===== config.mk =====
export PLATFORM = sky130hd
export DESIGN_NAME = sector_erase_seq
export DESIGN_NICKNAME = d
export VERILOG_FILES = /design/src/rtl/sector_erase_seq.sv
export SDC_FILE = /design/constraint.sdc
export NUM_CORES = 1
export LEC_CHECK = 0
export ABC_AREA = 1
export ABC_CLOCK_PERIOD_IN_PS = 1800
export BUFFER_PORTS_ARGS = -buffer_cell sky130_fd_sc_hd__buf_2
export CAP_MARGIN = 20
export CORE_MARGIN = 2
export CORE_UTILIZATION = 40
export CTS_CLUSTER_DIAMETER = 120
export DETAILED_ROUTE_END_ITERATION = 10
export PLACE_DENSITY = 0.7
export SYNTH_ARGS = -nofsm -noshare
export SYNTH_HDL_FRONTEND = slang
export SYNTH_SLANG_ARGS = --single-unit

===== constraint.sdc =====
create_clock -name clk -period 1.8 [get_ports clk]
set_clock_uncertainty 0.05 [all_clocks]
set_input_delay 0 -clock clk [delete_from_list [all_inputs] [get_ports clk]]
set_output_delay 0 -clock clk [all_outputs]
set_load 0.05 [all_outputs]

===== src/rtl/sector_erase_seq.sv =====
module sector_erase_seq #(
  parameter int ADDR_W    = 18,
  parameter int SEC_SHIFT = 14,
  parameter int GAP_LIM   = 2000
) (
  input  logic                        clk,
  input  logic                        rst_n,
  input  logic                        s_valid,
  input  logic [ADDR_W-SEC_SHIFT-1:0] s_idx,
  input  logic                        s_last,
  output logic                        s_ready,
  output logic                        bus_we,
  output logic                        bus_oe,
  output logic [ADDR_W-1:0]           bus_addr,
  output logic [7:0]                  bus_wdata,
  input  logic [7:0]                  bus_rdata,
  output logic                        done,
  output logic                        err,
  output logic                        gap_viol
);
  localparam int GAP_W = $clog2(GAP_LIM + 1);
  localparam logic [ADDR_W-1:0] ADR_A = ADDR_W'(12'h555);
  localparam logic [ADDR_W-1:0] ADR_B = ADDR_W'(12'h2AA);

  typedef enum logic [2:0] {S_IDLE, S_CMD, S_SEC, S_WIN, S_POLL, S_CONF} st_t;

  st_t                st;
  logic [2:0]         step;
  logic [ADDR_W-1:0]  sec_addr;
  logic [GAP_W-1:0]   gap;
  logic               prev_t, have_prev;
  logic [ADDR_W+7:0]  cmd_word;

  always_comb begin
    case (step)
      3'd0:    cmd_word = {ADR_A, 8'hAA};
      3'd1:    cmd_word = {ADR_B, 8'h55};
      3'd2:    cmd_word = {ADR_A, 8'h80};
      3'd3:    cmd_word = {ADR_A, 8'hAA};
      default: cmd_word = {ADR_B, 8'h55};
    endcase
  end

  assign bus_we    = (st == S_CMD) || (st == S_SEC);
  assign bus_oe    = (st == S_WIN) || (st == S_POLL) || (st == S_CONF);
  assign s_ready   = (st == S_SEC);
  assign bus_addr  = (st == S_CMD) ? cmd_word[ADDR_W+7:8] :
                     (st == S_SEC) ? {s_idx, {SEC_SHIFT{1'b0}}} :
                     bus_oe        ? sec_addr : '0;
  assign bus_wdata = (st == S_CMD) ? cmd_word[7:0] :
                     (st == S_SEC) ? 8'h30 : 8'h00;

  always_ff @(posedge clk) begin
    if (!rst_n) begin
      st        <= S_IDLE;
      step      <= '0;
      sec_addr  <= '0;
      gap       <= '0;
      prev_t    <= 1'b0;
      have_prev <= 1'b0;
      done      <= 1'b0;
      err       <= 1'b0;
      gap_viol  <= 1'b0;
    end else begin
      done     <= 1'b0;
      err      <= 1'b0;
      gap_viol <= 1'b0;
      case (st)
        S_IDLE: if (s_valid) begin
          st   <= S_CMD;
          step <= '0;
        end
        S_CMD: begin
          if (step == 3'd4) st <= S_SEC;
          else step <= step + 3'd1;
        end
        S_SEC: begin
          sec_addr  <= bus_addr;
          gap       <= '0;
          have_prev <= 1'b0;
          st        <= s_last ? S_POLL : S_WIN;
        end
        S_WIN: begin
          if (bus_rdata[3]) st <= S_POLL;
          else if (s_valid) st <= S_SEC;
          else if (gap == GAP_W'(GAP_LIM - 1)) begin
            gap_viol <= 1'b1;
            st       <= S_POLL;
          end else gap <= gap + 1'b1;
        end
        S_POLL: begin
          have_prev <= 1'b1;
          prev_t    <= bus_rdata[6];
          if (have_prev && bus_rdata[6] == prev_t) begin
            done <= 1'b1;
            st   <= S_IDLE;
          end else if (have_prev && bus_rdata[5]) st <= S_CONF;
        end
        S_CONF: begin
          if (bus_rdata[6] == prev_t) done <= 1'b1;
          else err <= 1'b1;
          st <= S_IDLE;
        end
        default: st <= S_IDLE;
      endcase
    end
  end

  p_strobe_excl_r11: assert property (@(posedge clk) disable iff (!rst_n)
    !(bus_we && bus_oe));
  p_flag_excl_r11: assert property (@(posedge clk) disable iff (!rst_n)
    !(done && err));
  p_ready_in_write_r3: assert property (@(posedge clk) disable iff (!rst_n)
    s_ready |-> (bus_we && bus_wdata == 8'h30));
  p_window_closed_r5: assert property (@(posedge clk) disable iff (!rst_n)
    (st == S_WIN && bus_rdata[3]) |=> !bus_we);
  p_done_after_read_r6: assert property (@(posedge clk) disable iff (!rst_n)
    done |-> $past(bus_oe));
  p_err_after_read_r8: assert property (@(posedge clk) disable iff (!rst_n)
    err |-> $past(bus_oe));
  p_gap_polls_r10: assert property (@(posedge clk) disable iff (!rst_n)
    gap_viol |-> (bus_oe && !s_ready));
endmodule


==> results.toml <==
[floorplanning]
die-area_um2 = 5810
die_h_um = 76.3
fp.dieW_um = 76.3
core_area_um2 = 5070
io_pins = 48
start_util_pct = 41.1
rows = 26

[grt]
overflow = 0
grt_usage_pct = 19.0
grt_pass1_vias = 1956
antenna_found_initial = 0
grt_pass1_wl_um = 9020
grt_start_max_net_pins = 26

[flow_run]
cap_violations = 0

[synthesis]
synth-warning-count = 0
synth.avg_cell_area_um2 = 6.67
synth_ff_type = "dfxtp_1"
ys_seq_area_share_pct = 38.3
syn-instance-count = 313
syn_nets = 334
synth_top_cell_by_area = "dfxtp_1"
yosysMostFrequentCell = "nand2_1"
synthTopCellsByArea = "dfxtp_1, nand2_1, nand3_1"
syn_area_um2 = 2090
synth_common_cells = "nand2_1, inv_1, dfxtp_1"
async_flop_share_pct = 0
synth_cell_types = 27
synth_edf_count = 0
yosysTopAreaCellShare_pct = 38.3
synth_seq_cells = 40

[critical_path]
crit_fanout = 6
reg2reg_slack_ns = 0.17
rr_worst_depth = 8
crit_arrival_ns = 1.75
worst_setup_path_start_kind = "flip-flop"
startpoint = "step[1]"
crit_end = "bus_wdata[4]"
worstPathRequired_ns = 1.75
r2r-end = "gap[4]"
worstSetupPathType = "reg2out"
end_kind = "output pin"
r2r_start = "gap[0]"

[status]
status = "complete, no violations"

[sta]
fin_ws_ns = 0.00489
rsz0062_at_grt = "yes"
hold_viol = 0
drv_slew = 0
finalCritPeriodShare_pct = 99.7
tightest_slew_ns = 0.560
fmax_mhz = 557
setup_viol = 0
post-route-min-period_ns = 1.80
maxSlewHeadroom_pct = 62.6

[clock_tree]
htree_levels = 2
clk_latency_ns = 0.30
clock_path_buffers = 2
cts_buffers = 5
path_clk_slew_ns = 0.08
root_buffer = "clkbuf_8"
cts_tree = "yes"
cts.sinks = 40

[cells_and_area]
fillCellCount = 496
nets = 393
num_antenna_cells = 0
drive_above_1_share_pct = 28.2
syn2layout_area_growth_pct = 34.9

[worst_hold_path]
hp-class = "in2reg"

[drt]
drt_wl_total_um = 5340
ant_nets = 0
vias = 2088
drc = 0
vias_per_cell = 4.71
first_iter_violations = 141
wl_per_cell_um = 12.1
dr.pass1.iters = 4

[power_and_ir_drop]
power.leakage_nw = 1.34
ir_worst_vdd_uv = 1070
power_mw = 4.51
power_density_nw_per_um2 = 1600

[place]
preCtsSetupSlack_ns = 0.151
port-buffer-count = 42
gpl.final_weighted_congestion = 0.813
dp_hpwl_um = 3350
-- cell usage in the layout, fill, tap and decap left out, types with 6 or more instances in the layout --
cell type  instances
a21oi_1           17
buf_2             23
buf_4             21
buf_8              6
clkbuf_8           6
dfxtp_1           35
inv_1             44
nand2_1           76
nand2_4            7
nand3_1           37
nor2_1            30
o21ai_0            9
-- kinds of logic (layout without fill, tap and decap cells) --
| logic type | after synthesis | count (layout) | synth area share, % |
|---|---|---|---|
| buf+inv | 64 | 124 | 13.2 |
| xor+xnor | 1 | 1 | 0.419 |
| fa+ha+maj | 5 | 5 | 3.00 |
| simple gates | 169 | 169 | 36.4 |
| compound gates | 34 | 34 | 8.63 |
| flops | 40 | 40 | 38.3 |
-- area by class of cell --
cell class              count  area, um2  share of cell area, %
clock buffers               7       86.3                   3.06
multi-input cells         209       1120                   39.8
flip-flops and latches     40        817                   29.0
repair buffers             63        484                   17.2
repair inverters            1       7.51                  0.266
clock inverters             1       7.51                  0.266
inverters                  52        206                   7.33
well taps                  70       87.6                   3.11
-- worst max-delay path, stage by stage (launching register included) --
cell and delay [ns]:
dfxtp_2 0.36, ha_4 0.17, ha_4 0.16, a21oi_4 0.12, nand2_2 0.09, nor2_4 0.15, clkinv_4 0.14, nand2_4 0.11
buf_8 0.14
-- sequential cells by signal (all words and copies together), names as in the netlist, 3 cells and up --
| register | flops |
|---|---|
| sec_addr | 18 |
| gap | 11 |
| st | 3 |
| step | 3 |
-- metrics by stage --
step	util (%)	hold slack [ns]	setup TNS (ns)	cells	cell area [um2]
5_1_grt	55.5	0.0403	-0.409	443	2820
2_1_floorplan	-	0.0972	-0.608	313	2130
3_3_place_gp	47.9	0.215	0	424	2430
3_5_place_dp	47.9	0.226	0	424	2430
6_report	55.5	0.0253	0	443	2820
4_1_cts	52.5	0.0243	0	441	2660
-- worst min-delay path by stage --
stage                 start       end  slack [ns]  cells past startpoint
6_report       bus_rdata[3]     st[2]        0.03                      5
5_1_grt             s_valid     st[1]        0.04                      5
4_1_cts        bus_rdata[3]  gap_viol        0.02                      4
3_5_place_dp   bus_rdata[6]    prev_t        0.23                      3
3_3_place_gp   bus_rdata[6]    prev_t        0.21                      3
2_1_floorplan  bus_rdata[6]    prev_t         0.1                      2
-- report_power, final --
part | internal, mW | switching (mW)
registers | 0.995 | 0.0992
clock network | 0.312 | 0.327
logic | 0.873 | 1.91
total | 2.18 | 2.33
-- timing repair --
item	CTS	global route
hold buffers	5	0
cloned	1	0
setup endpoints to repair	21	26
setup buffers	3	2
endpoints found under the hold margin	6	0
pin swaps	3	7
gates resized for setup	22	53
-- metal layers --
metal / share of wire, % / vias up / wire [um] / GRT usage [%]
met5: 0 / - / 0 / 0
met1: 44 / 930 / 2370 / 24.2
met4: 1.5 / 0 / 78 / 7.64
met2: 49 / 55 / 2600 / 31.2
li1: - / 1096 / - / -
met3: 5.6 / 7 / 298 / 4.38
Note: power is estimated with default switching activity, not from simulation.
